<file path="src/rtl/strobe_fifo_pkg.sv">
package strobe_fifo_pkg;
  // Strobes sent from the control to the datapath each cycle.
  typedef struct packed {
    logic write;  // store dataIn at the write pointer
    logic load;   // move the head word into the output register
  } ftStrobe_t;
endpackage

</file>
<file path="src/rtl/strobe_fifo_dp.sv">
module strobe_fifo_dp
  import strobe_fifo_pkg::*;
#(
  parameter int WIDTH = 4,
  parameter int DEPTH = 64
) (
  input  logic             clk,
  input  logic             mrN,
  input  ftStrobe_t        strb,
  input  logic [WIDTH-1:0] dataIn,
  output logic [WIDTH-1:0] dataOut
);
  localparam int PTR_W = $clog2(DEPTH);

  logic [WIDTH-1:0] mem [DEPTH];
  logic [PTR_W-1:0] wrPtr;
  logic [PTR_W-1:0] rdPtr;

  function automatic logic [PTR_W-1:0] bump(input logic [PTR_W-1:0] p);
    return (p == PTR_W'(DEPTH - 1)) ? '0 : p + PTR_W'(1);
  endfunction

  // Storage array; a loaded word was written at least one edge earlier.
  always_ff @(posedge clk) begin
    if (strb.write) mem[wrPtr] <= dataIn;
  end

  always_ff @(posedge clk or negedge mrN) begin
    if (!mrN) begin
      wrPtr   <= '0;
      rdPtr   <= '0;
      dataOut <= '0;
    end else begin
      if (strb.write) wrPtr <= bump(wrPtr);
      if (strb.load) begin
        dataOut <= mem[rdPtr];
        rdPtr   <= bump(rdPtr);
      end
    end
  end

  AST_NO_SIMULTANEOUS_SAME_SLOT: assert property (@(posedge clk) disable iff (!mrN)
    (strb.write && strb.load) |-> (wrPtr != rdPtr)) else $error("same slot");
endmodule

</file>
<file path="src/rtl/strobe_fifo_ctl.sv">
module strobe_fifo_ctl
  import strobe_fifo_pkg::*;
#(
  parameter int DEPTH   = 64,
  parameter int LATENCY = 2
) (
  input  logic      clk,
  input  logic      mrN,
  input  logic      shiftIn,
  input  logic      shiftOut,
  output ftStrobe_t strb,
  output logic      inReady,
  output logic      outReady
);
  localparam int CNT_W = $clog2(DEPTH + 1);

  logic             siPrev;
  logic             outValid;
  logic             drainWait;
  logic [CNT_W-1:0] memCount;
  logic [CNT_W-1:0] readyCount;
  logic             wrAcc, loadNow, consume, full, landed;

  assign full    = (memCount == CNT_W'(DEPTH));
  assign wrAcc   = shiftIn && !siPrev && inReady;
  assign loadNow = !outValid && (readyCount != '0) && !drainWait;
  assign consume = outReady && shiftOut;
  assign strb.write = wrAcc;
  assign strb.load  = loadNow;

  // Fall-through delay: a stored word becomes loadable LATENCY-1 edges later.
  generate
    if (LATENCY <= 1) begin : g_direct
      assign landed = wrAcc;
    end else begin : g_pipe
      logic [LATENCY-2:0] ftPipe;
      always_ff @(posedge clk or negedge mrN) begin
        if (!mrN) ftPipe <= '0;
        else begin
          ftPipe[0] <= wrAcc;
          for (int i = 1; i < LATENCY - 1; i++) ftPipe[i] <= ftPipe[i-1];
        end
      end
      assign landed = ftPipe[LATENCY-2];
    end
  endgenerate

  always_ff @(posedge clk or negedge mrN) begin
    if (!mrN) begin
      siPrev     <= 1'b0;
      inReady    <= 1'b1;
      outReady   <= 1'b0;
      outValid   <= 1'b0;
      drainWait  <= 1'b0;
      memCount   <= '0;
      readyCount <= '0;
    end else begin
      siPrev     <= shiftIn;
      memCount   <= memCount + CNT_W'(wrAcc) - CNT_W'(loadNow);
      readyCount <= readyCount + CNT_W'(landed) - CNT_W'(loadNow);

      if (wrAcc)         inReady <= 1'b0;
      else if (full)     inReady <= 1'b0;
      else if (!shiftIn) inReady <= 1'b1;

      if (loadNow)      outValid <= 1'b1;
      else if (consume) outValid <= 1'b0;

      // Valid flag follows the output register by one edge, so it is
      // low in the cycle the data changes.
      outReady <= consume ? 1'b0 : outValid;

      if (consume)        drainWait <= 1'b1;
      else if (!shiftOut) drainWait <= 1'b0;
    end
  end

  AST_NO_WRITE_WHEN_FULL: assert property (@(posedge clk) disable iff (!mrN)
    full |-> !strb.write) else $error("write while full");
  AST_IR_DROPS_AFTER_WRITE: assert property (@(posedge clk) disable iff (!mrN)
    strb.write |=> !inReady) else $error("IR stayed high");
  AST_OR_FALLS_ON_TAKE: assert property (@(posedge clk) disable iff (!mrN)
    (outReady && shiftOut) |=> !outReady) else $error("OR held");
  AST_LOAD_ONLY_WHEN_OR_LOW: assert property (@(posedge clk) disable iff (!mrN)
    strb.load |-> !outReady) else $error("load under OR");
  AST_READY_WITHIN_STORED: assert property (@(posedge clk) disable iff (!mrN)
    readyCount <= memCount) else $error("count skew");
endmodule

</file>
<file path="src/rtl/strobe_fifo.sv">
module strobe_fifo
  import strobe_fifo_pkg::*;
#(
  parameter int WIDTH   = 4,
  parameter int DEPTH   = 64,
  parameter int LATENCY = 2
) (
  input  logic             clk,
  input  logic             mrN,
  input  logic             shiftIn,
  input  logic [WIDTH-1:0] dataIn,
  output logic             inReady,
  input  logic             shiftOut,
  output logic             outReady,
  output logic [WIDTH-1:0] dataOut
);
  ftStrobe_t strb;

  strobe_fifo_ctl #(.DEPTH(DEPTH), .LATENCY(LATENCY)) u_ctl (
    .clk(clk), .mrN(mrN), .shiftIn(shiftIn), .shiftOut(shiftOut),
    .strb(strb), .inReady(inReady), .outReady(outReady)
  );

  strobe_fifo_dp #(.WIDTH(WIDTH), .DEPTH(DEPTH)) u_dp (
    .clk(clk), .mrN(mrN), .strb(strb), .dataIn(dataIn), .dataOut(dataOut)
  );

  AST_OR_LOW_BEFORE_CHANGE: assert property (@(posedge clk) disable iff (!mrN)
    !$stable(dataOut) |-> !$past(outReady)) else $error("data moved under OR");
endmodule

</file>
<file path="config.mk">
export PLATFORM = sky130hd
export DESIGN_NAME = strobe_fifo
export DESIGN_NICKNAME = d
export VERILOG_FILES = /design/src/rtl/strobe_fifo_pkg.sv /design/src/rtl/strobe_fifo_dp.sv /design/src/rtl/strobe_fifo_ctl.sv /design/src/rtl/strobe_fifo.sv
export SDC_FILE = /design/constraint.sdc
export NUM_CORES = 1
export LEC_CHECK = 0
export BUFFER_PORTS_ARGS = -buffer_cell sky130_fd_sc_hd__buf_4
export CORE_MARGIN = 10
export CORE_UTILIZATION = 60
export CTS_CLUSTER_SIZE = 24
export DETAILED_ROUTE_END_ITERATION = 12
export PLACE_DENSITY = 0.76
export SETUP_SLACK_MARGIN = 0.4
export SLEW_MARGIN = 10
export SYNTH_ARGS = -nofsm -noshare
export SYNTH_HDL_FRONTEND = slang
export SYNTH_SLANG_ARGS = --single-unit
</file>
<file path="constraint.sdc">
create_clock -name clk -period 7.1 [get_ports clk]
set_input_delay 1.42 -clock clk [delete_from_list [all_inputs] [get_ports clk]]
set_output_delay 1.42 -clock clk [all_outputs]
set_load 0.03 [all_outputs]
</file>
### Word-level counts from Yosys, hierarchy flattened

Memory sizes are Yosys's and may differ from the RTL's. A register that Yosys moved wholly into a read port is not among the register bits.
Cells that the tools add are included.

* add/sub/neg operators: 6
* eq/ne operators: 5
* multiplexer cells: 11
* reductions and logical operators: 10

Operators with widths (count)
* 7-bit by 1-bit adder with 7-bit output: 2
* 7-bit by 1-bit subtractor with 7-bit output: 2
* 6-bit by 1-bit adder with 6-bit output (second input constant): 2
* 6-bit equality test (second input constant): 2
* 6-bit 2-to-1 mux: 2
* 1-bit 2-to-1 mux: 9
* 7-bit equality test (second input constant): 1
* 7-bit nonzero test: 1
* 1-bit logical AND: 5
* 1-bit zero test: 4
* 3-bit by 1-bit inequality test with 1-bit output (second input constant): 1
* 2-bit by 1-bit inequality test with 1-bit output (second input constant): 1

* register bits after elaboration: 32
* memory bits (writable): 256
* output and inout bits: 6
* word-level logic and storage cells: 43
* memories kept: 1

Memory list
* u_dp.mem: depth 64, bits a word 4, rd ports 1, clocked after Yosys merged registers in 1, wr ports 1, line strobe_fifo_dp.sv:15 `logic [WIDTH-1:0] mem [DEPTH];`

### Depth between registers and ports, before layout

Gate-level depths: netlist of run 1.

* word-level depth: 5
* mapped depth: 15

### Cells and area by module

A second synthesis of run 1 with hierarchy kept.

* cell total of the unflattened synthesis: 738
* area total of the unflattened synthesis: 12306.8 sq um

Modules (own cells, without submodules)
* strobe_fifo_dp: times used 1, cells each 617, area an instance 11034.3 sq um
* strobe_fifo_ctl: times used 1, cells each 121, area an instance 1272.5 sq um

### Worst setup path before layout of run 1

Ideal clock, no wire load.

* kind: in2reg
* start: in shiftIn
* end: reg u_ctl.memCount[6]
* arrival time: 3.202 ns
* data required time: 6.975 ns
* slack: 3.773 ns
* cell stages on the path: 13
* path through: nand2_1 > or2_1 > clkbuf_1 > inv_2 > ha_1 > inv_1 > fa_1 > nand2b_1 > a21oi_1 > o21ai_0 > a21oi_1 > nor2_1 > xnor2_1

* cells in the longest elaborated chain, start to end: 4

Ends and longest elaborated chain
* start, declared: line strobe_fifo.sv:10 `input logic shiftIn,`
* 1-bit logical AND (2 in a row): line strobe_fifo_ctl.sv:25 `assign wrAcc = shiftIn && !siPrev && inReady;`
* named net u_ctl.wrAcc: line strobe_fifo_ctl.sv:22 `logic wrAcc, loadNow, consume, full, landed;`
* 7-bit by 1-bit adder with 7-bit output: line strobe_fifo_ctl.sv:59 `memCount <= memCount + CNT_W'(wrAcc) - CNT_W'(loadNow);`
* 7-bit by 1-bit subtractor with 7-bit output: line strobe_fifo_ctl.sv:59
* end signal, assigned: line strobe_fifo_ctl.sv:59
* end, declared: line strobe_fifo_ctl.sv:20 `logic [CNT_W-1:0] memCount;`

The timed path passes the listed nets, and every way through them passes these cells.
A chain may end at the register's enable or synchronous reset.

### Worst setup path in the final report of run 1

* start: reg u_ctl.readyCount[4]
* end: reg u_ctl.readyCount[6]

* cells in the longest elaborated chain, start to end: 4
* elaborated cells between the ends (all ways): 5

Ends and longest elaborated chain
* start, declared: line strobe_fifo_ctl.sv:21 `logic [CNT_W-1:0] readyCount;`
* start signal, assigned: line strobe_fifo_ctl.sv:60 `readyCount <= readyCount + CNT_W'(landed) - CNT_W'(loadNow);`
* 7-bit nonzero test: line strobe_fifo_ctl.sv:26 `assign loadNow = !outValid && (readyCount != '0) && !drainWait;`
* 1-bit logical AND (2 in a row): line strobe_fifo_ctl.sv:26
* named net u_ctl.loadNow: line strobe_fifo_ctl.sv:22
* 7-bit by 1-bit subtractor with 7-bit output: line strobe_fifo_ctl.sv:60

The timed path passes the listed nets, and every way through them passes these cells.

==> results of run 1 <==
==> placed cells by master (no fill, tap or decap), drive strengths merged, types with 7 or more instances in the layout <==
cell type / count
dfrtp: 35
nand2: 40
mux4: 48
o22ai: 15
nand3: 15
inv: 28
nor3: 11
mux2i: 36
clkbuf: 34
edfxtp: 256
xnor2: 12
buf: 16
a22oi: 9
nor2: 82
a21oi: 9
nand2b: 7
clkinv: 12
ha: 20
==> worst min path at each step <==
stage / endpoint / slack, ps / depth (start not counted)
5_1_grt: u_ctl.inReady / 510 / 1
4_1_cts: u_ctl.inReady / 480 / 1
2_1_floorplan: u_ctl.inReady / 430 / 1
6_report: u_ctl.inReady / 490 / 1
3_5_place_dp: u_ctl.inReady / 450 / 1
3_3_place_gp: u_ctl.inReady / 460 / 1
==> final cells by class <==
cell class	count	area (sq um)
Clock buffer	34	744
Fill cell	1327	6450
Multi-Input combinational cell	368	3160
Tap cell	265	332
Inverter	28	105
Timing Repair Buffer	16	120
Clock inverter	18	146
Sequential cell	292	8590
==> critical path, stage by stage, from the launching register on <==
cell	delay [ps]
dfrtp_1	390
inv_1	90
ha_1	160
a311o_2	380
clkinv_1	370
ha_1	390
inv_1	50
ha_1	170
inv_1	70
fa_1	420
nand2b_1	160
a21oi_1	180
o21ai_0	100
a21oi_1	170
nor2_1	70
xnor2_1	130
==> power by group <==
part / switching, W / total (W) / internal [W]
registers: 0.000142 / 0.00213 / 0.00199
clock network: 0.000609 / 0.00143 / 0.000819
logic: 0.000769 / 0.00139 / 0.000620
==> logic make-up (layout without fill, tap and decap cells) <==
family | count (synthesis) | after routing | synth area share (%)
flops | 292 | 292 | 71.2
simple gates | 174 | 174 | 6.30
mux | 84 | 84 | 12.2
compound gates | 71 | 71 | 4.06
buf+inv | 57 | 96 | 2.62
fa+ha+maj | 22 | 22 | 2.41
xor+xnor | 17 | 17 | 1.23
==> registers in the layout, indices dropped and copies added, names as in the netlist <==
name,cells
u_ctl.readyCount,7
u_dp.wrPtr,6
u_dp.mem,256
u_ctl.inReady,1
u_dp.dataOut,4
u_ctl.siPrev,1
u_ctl.drainWait,1
u_ctl.outValid,1
u_dp.rdPtr,6
u_ctl.memCount,7
u_ctl.outReady,1
u_ctl.g_pipe.ftPipe,1
==> routing by layer <==
metal / vias up / global-route usage, %
met2: 244 / 30.4
met1: 3161 / 25.0
met3: 37 / 2.81
li1: 2817 / -
met5: - / 0
met4: 0 / 5.17
==> metrics by stage <==
| stage | setup WS, ps | cells | power [W] |
|---|---|---|---|
| 2_1_floorplan | 3770 | 717 | 0.00325 |
| 3_3_place_gp | 3610 | 969 | 0.00349 |
| 3_5_place_dp | 3540 | 969 | 0.00355 |
| 4_1_cts | 3660 | 1021 | 0.00497 |
| 5_1_grt | 3420 | 1021 | 0.00519 |
| 6_report | 3680 | 1021 | 0.00494 |
==> flow_metrics.py, run 1 <==
metrics = {
    "synthesis": {
        "synth.most_common_cell": "edfxtp_1",
        "yosys.cell_types.count": 48,
        "synthCells": 717,
        "ys_seq_elements": 292,
        "synth_ff_type": "edfxtp_1",
        "synthTopCellsByArea": "edfxtp_1 (64%), mux4_2 (7.5%), dfrtp_1 (7.3%)",
        "yosysSeqAreaShare_pct": 71.2,
        "yosysTopAreaCellShare_pct": 63.7,
        "ys_warn_count": 0,
        "syn-num-nets": 747,
        "synth_commonest_cells": "edfxtp_1 (256), nor2_1 (82), mux4_2 (40), nand2_1 (40), mux2i_1 (36)",
        "synth-edff-count": 256,
        "syn_area_sq_um": 12100,
        "async_flop_share_pct": 12.3,
        "yosys.area.top_type": "edfxtp_1",
        "syn_avg_cell_area_sq_um": 16.8,
    },
    "worst_setup_path": {
        "r2r-end": "u_ctl.readyCount[6]",
        "reg2regPathDepth": 15,
        "critical_path_arrival_ps": 3850,
        "crit_path_start_kind": "register",
        "crit_type": "register to register",
        "reg2reg_slack_ps": 3680,
        "critPathMaxFanout": 16,
        "startpoint": "u_ctl.readyCount[4]",
        "required_ps": 7520,
        "critPathCapture": "u_ctl.readyCount[6]",
        "r2r-start": "u_ctl.readyCount[4]",
        "critPathCaptureType": "register",
    },
    "outcome": {
        "status": "complete, no violations",
    },
    "layout": {
        "diodes": 0,
        "num-nets-final": 765,
        "finish.instance_area_sq_um": 13200,
        "utilization_pct": 67.2,
        "area.growth.synth_to_final_pct": 9.40,
        "drive_above_1_share_pct": 14.2,
    },
    "clock_tree": {
        "clkSinkCount": 292,
        "holdBufCountCts": 0,
        "cts_resized": 0,
        "cts_setup_buffers": 0,
        "clkLatencyLatePin_ps": 540,
        "cts_made_buffers": 29,
        "cts_tree": "done",
        "htreeDepth": 1,
        "clkTransAtPathRegs_ps": 60,
        "ctsRootBufferMaster": "clkbuf_16",
        "cts_buffer_depth": 3,
    },
    "floorplan": {
        "start_util_pct": 61.4,
        "die_height_um": 162,
        "dieArea_sq_um": 26200,
        "core_sq_um": 19700,
        "ioPinCount": 14,
        "die_w_um": 162,
        "rows": 51,
    },
    "drt": {
        "wl_per_cell_um": 23.2,
        "met3_length_mm": 1.51,
        "wirelength_met1_mm": 9.82,
        "vias": 6259,
        "vias_per_cell": 6.13,
        "drtIter0Drc": 505,
        "dr.pass1.iters": 5,
        "highest_layer": "met4",
        "wirelength_mm": 23.7,
        "drc": 0,
        "wl_met2_mm": 11.9,
        "ant_nets": 0,
    },
    "grt": {
        "grt_pass1_vias": 6541,
        "grt_pass1_wl_mm": 37.7,
        "track_usage_pct": 18.4,
        "grt_antenna_before_repair": 0,
        "grt_max_degree": 65,
        "overflow": 0,
    },
    "timing": {
        "finalCritPeriodShare_pct": 48.2,
        "finalSetupTns_ps": 0,
        "rsz0062_at_grt": "false",
        "tightest_slew_ps": 1030,
        "slew_violations": 0,
        "hold_viol_final": 0,
        "setup_viol": 0,
        "min_period_ps": 3420,
        "holdWs_ps": 489,
        "fmax_ghz": 0.292,
        "slew_headroom_pct": 31.0,
        "clock_skew_ps": 18.9,
    },
    "job": {
        "maxCapViolCount": 0,
    },
    "min_path": {
        "hold_start": "u_ctl.memCount[6]",
        "hp-class": "register to register",
    },
    "pwr": {
        "power.density_nw_per_um2": 375,
        "leakagePower_nw": 4.45,
        "ir_worst_vdd_uv": 255,
    },
    "placed_design": {
        "hpwlAfterDp_mm": 14.7,
        "dpl_cell_area_sq_um": 12300,
        "gp_congestion": 0.868,
        "portBuffers": 13,
    },
}
No activity file was read; power rests on OpenSTA's default activity.
==> run 2, diff against run 1 <==
--- a/config.mk
+++ b/config.mk
@@ -7,7 +7,7 @@
 export LEC_CHECK = 0
 export BUFFER_PORTS_ARGS = -buffer_cell sky130_fd_sc_hd__buf_4
 export CORE_MARGIN = 10
-export CORE_UTILIZATION = 60
+export CORE_UTILIZATION = 57
 export CTS_CLUSTER_SIZE = 24
 export DETAILED_ROUTE_END_ITERATION = 12
 export PLACE_DENSITY = 0.76
==> constraint.sdc (replaced) <==
create_clock -name clk -period 3.1 [get_ports clk]
set_input_delay 0.62 -clock clk [delete_from_list [all_inputs] [get_ports clk]]
set_output_delay 0.62 -clock clk [all_outputs]
set_load 0.03 [all_outputs]
==> run 2 against run 1 <==
Compared with the run above: first-iteration DRC count grew 37%; sequential power is 140% higher; cell count increased by 3.4%; flip-flop and latch count unchanged; routed wire length increased by 5.4%; setup slack worse by 3300 ps; design area grew 3.5%; largest cell class unchanged; critical path type unchanged; clock skew grew 11 ps; utilization decreased by 2.0 points; combinational power rose to 2.7 times the previous value.
==> flow_metrics.py, run 2 (synthesis results as in run 1) <==
metrics = {
    "placed_design": {
        "hpwlAfterDp_mm": 15.2,
        "gp_congestion": 0.815,
        "portBuffers": 13,
    },
    "worst_setup_path": {
        "reg2regPathDepth": 15,
        "critPathCaptureType": "register",
        "cp.depth": 15,
        "crit_path_top_delay_cell": "a311o_2",
        "required_ps": 3570,
        "critPathMaxFanout": 4,
        "r2r-start": "u_ctl.readyCount[2]",
        "crit_chain": "inv_2 -> ha_4 -> a311o_2 -> clkinv_4 -> ha_4 -> inv_2 -> ha_4 -> inv_4 -> fa_2 -> nand2b_4 -> a21oi_4 -> o21ai_2 -> a21oi_2 -> nor2_1 -> xnor2_1",
        "crit_path_start_kind": "register",
        "reg2reg_slack_ps": 340,
        "path_common_cell": "ha_4",
        "startpoint": "u_ctl.readyCount[2]",
        "r2r-end": "u_ctl.readyCount[6]",
        "critical_path_arrival_ps": 3230,
        "crit_type": "register to register",
        "crit_buf_inv": 4,
        "critPathCapture": "u_ctl.readyCount[6]",
        "cpLargestDelayFamily": "adder cells",
        "cpPeakStageDelay_ps": 390,
    },
    "clock_tree": {
        "cts_made_buffers": 29,
        "clkTransAtPathRegs_ps": 60,
        "htreeDepth": 1,
        "clkSinkCount": 292,
        "clkLatencyLatePin_ps": 550,
        "cts_tree": "done",
        "ctsRootBufferMaster": "clkbuf_16",
        "cts_buffer_depth": 3,
    },
    "drt": {
        "wirelength_mm": 25.0,
        "drtIter0Drc": 694,
        "dr.pass1.iters": 5,
        "wl_per_cell_um": 23.7,
        "vias": 6559,
        "ant_nets": 0,
        "vias_per_cell": 6.21,
        "drc": 0,
    },
    "outcome": {
        "status": "complete, no violations",
    },
    "grt": {
        "grt_max_degree": 65,
        "grt_antenna_before_repair": 0,
        "track_usage_pct": 18.6,
        "grt_pass1_vias": 6794,
        "grt_pass1_wl_mm": 38.8,
        "overflow": 0,
    },
    "timing": {
        "min_period_ps": 2760,
        "finalCritPeriodShare_pct": 89.1,
        "hold_viol_final": 0,
        "setup_viol": 0,
        "slew_violations": 0,
        "fmax_ghz": 0.362,
        "finalSetupTns_ps": 0,
        "rsz0062_at_grt": "true",
        "slew_headroom_pct": 45.0,
        "tightest_slew_ps": 825,
        "clock_skew_ps": 29.7,
    },
    "layout": {
        "utilization_pct": 65.2,
        "mostFrequentLayoutCells": "edfxtp_1 (256), nor2_1 (80), nand2_1 (40), mux4_2 (40), mux2i_1 (36)",
        "top_regs": "u_dp.mem (256), u_ctl.memCount (7), u_ctl.readyCount (7)",
        "layout_commonest_cell": "edfxtp_1",
        "nFillCells": 1404,
        "area.growth.synth_to_final_pct": 13.2,
        "largest_reg_flops": 256,
        "top_register": "u_dp.mem",
        "num-nets-final": 788,
        "drive_above_1_share_pct": 20.6,
        "diodes": 0,
    },
    "floorplan": {
        "die_height_um": 166,
        "dieArea_sq_um": 27400,
        "start_util_pct": 57.6,
        "rows": 53,
        "core_sq_um": 21000,
        "ioPinCount": 14,
        "die_w_um": 166,
    },
    "pwr": {
        "power.density_nw_per_um2": 901,
        "ir_worst_vdd_uv": 545,
        "leakagePower_nw": 4.63,
    },
    "min_path": {
        "hp-class": "input port to async pin",
    },
    "job": {
        "maxCapViolCount": 0,
    },
}
run 2: cell types whose count changed in the layout (fill, tap and decap cells not counted), moves of 3 or more:
| cell | previous run | this run |
|---|---|---|
| a21oi_1 | 9 | 5 |
| ha_1 | 20 | 14 |
| bufinv_16 | 2 | 5 |
| ha_4 | 0 | 5 |
| inv_1 | 25 | 18 |
| inv_2 | 2 | 8 |
| buf_4 | 16 | 35 |
| clkinv_4 | 0 | 3 |
run 2: worst min path at each step:
stage / startpoint / to / slack (ps) / cells after the start
floorplan: mrN / u_ctl.drainWait / 320 / 0
global placement: u_ctl.memCount[6] / u_ctl.inReady / 460 / 1
detailed placement: u_ctl.memCount[6] / u_ctl.inReady / 450 / 1
CTS: mrN / u_ctl.memCount[4] / 40 / 1
global route: mrN / u_ctl.memCount[4] / 50 / 1
finish: mrN / u_ctl.memCount[4] / 30 / 1
run 2: metrics by stage:
step	power (W)	hold WS [ps]	instance area [sq um]	cells	setup WS, ps
2_1_floorplan	0.00747	324	12100	717	436
3_3_place_gp	0.00818	465	12500	991	386
3_5_place_dp	0.00834	448	12500	991	256
4_1_cts	0.0121	37.2	13600	1053	403
5_1_grt	0.0129	53.1	13700	1056	231
6_report	0.0123	29.6	13700	1056	337
run 2: area by class of cell:
class / count / area (sq um) / area share, %
flip-flops and latches: 292 / 8600 / 62.9
multi-input cells: 368 / 3290 / 24.1
clock buffers: 33 / 741 / 5.42
well taps: 275 / 344 / 2.52
repair buffers: 39 / 325 / 2.38
clock inverters: 21 / 251 / 1.84
inverters: 28 / 113 / 0.824
run 2: power breakdown:
| group | internal, W | switching [W] |
|---|---|---|
| clock network | 0.00214 | 0.00144 |
| registers | 0.00455 | 0.000468 |
| logic | 0.00181 | 0.00191 |
run 2: per-layer routing:
metal,vias up,global-route usage (%),part of all wire [%]
li1,2859,-,-
met1,3296,23.2,38
met2,341,31.5,51
met3,63,3.94,8.0
met4,0,6.98,3.3
met5,-,0,0
run 2: worst register-to-register path, delay by kind of cell, from the launching register on:
| kind | cells | cell delay, ps |
|---|---|---|
| fa+ha+maj | 4 | 850 |
| compound gates | 4 | 770 |
| flops | 1 | 380 |
| buf+inv | 4 | 260 |
| simple gates | 2 | 240 |
| xor+xnor | 1 | 180 |
run 2: repair_timing:
item                       CTS  global route
gates resized for setup     16            17
setup endpoints to repair    3             3
hold buffers                 0             0
pin swaps                   10            16
setup buffers                8             3
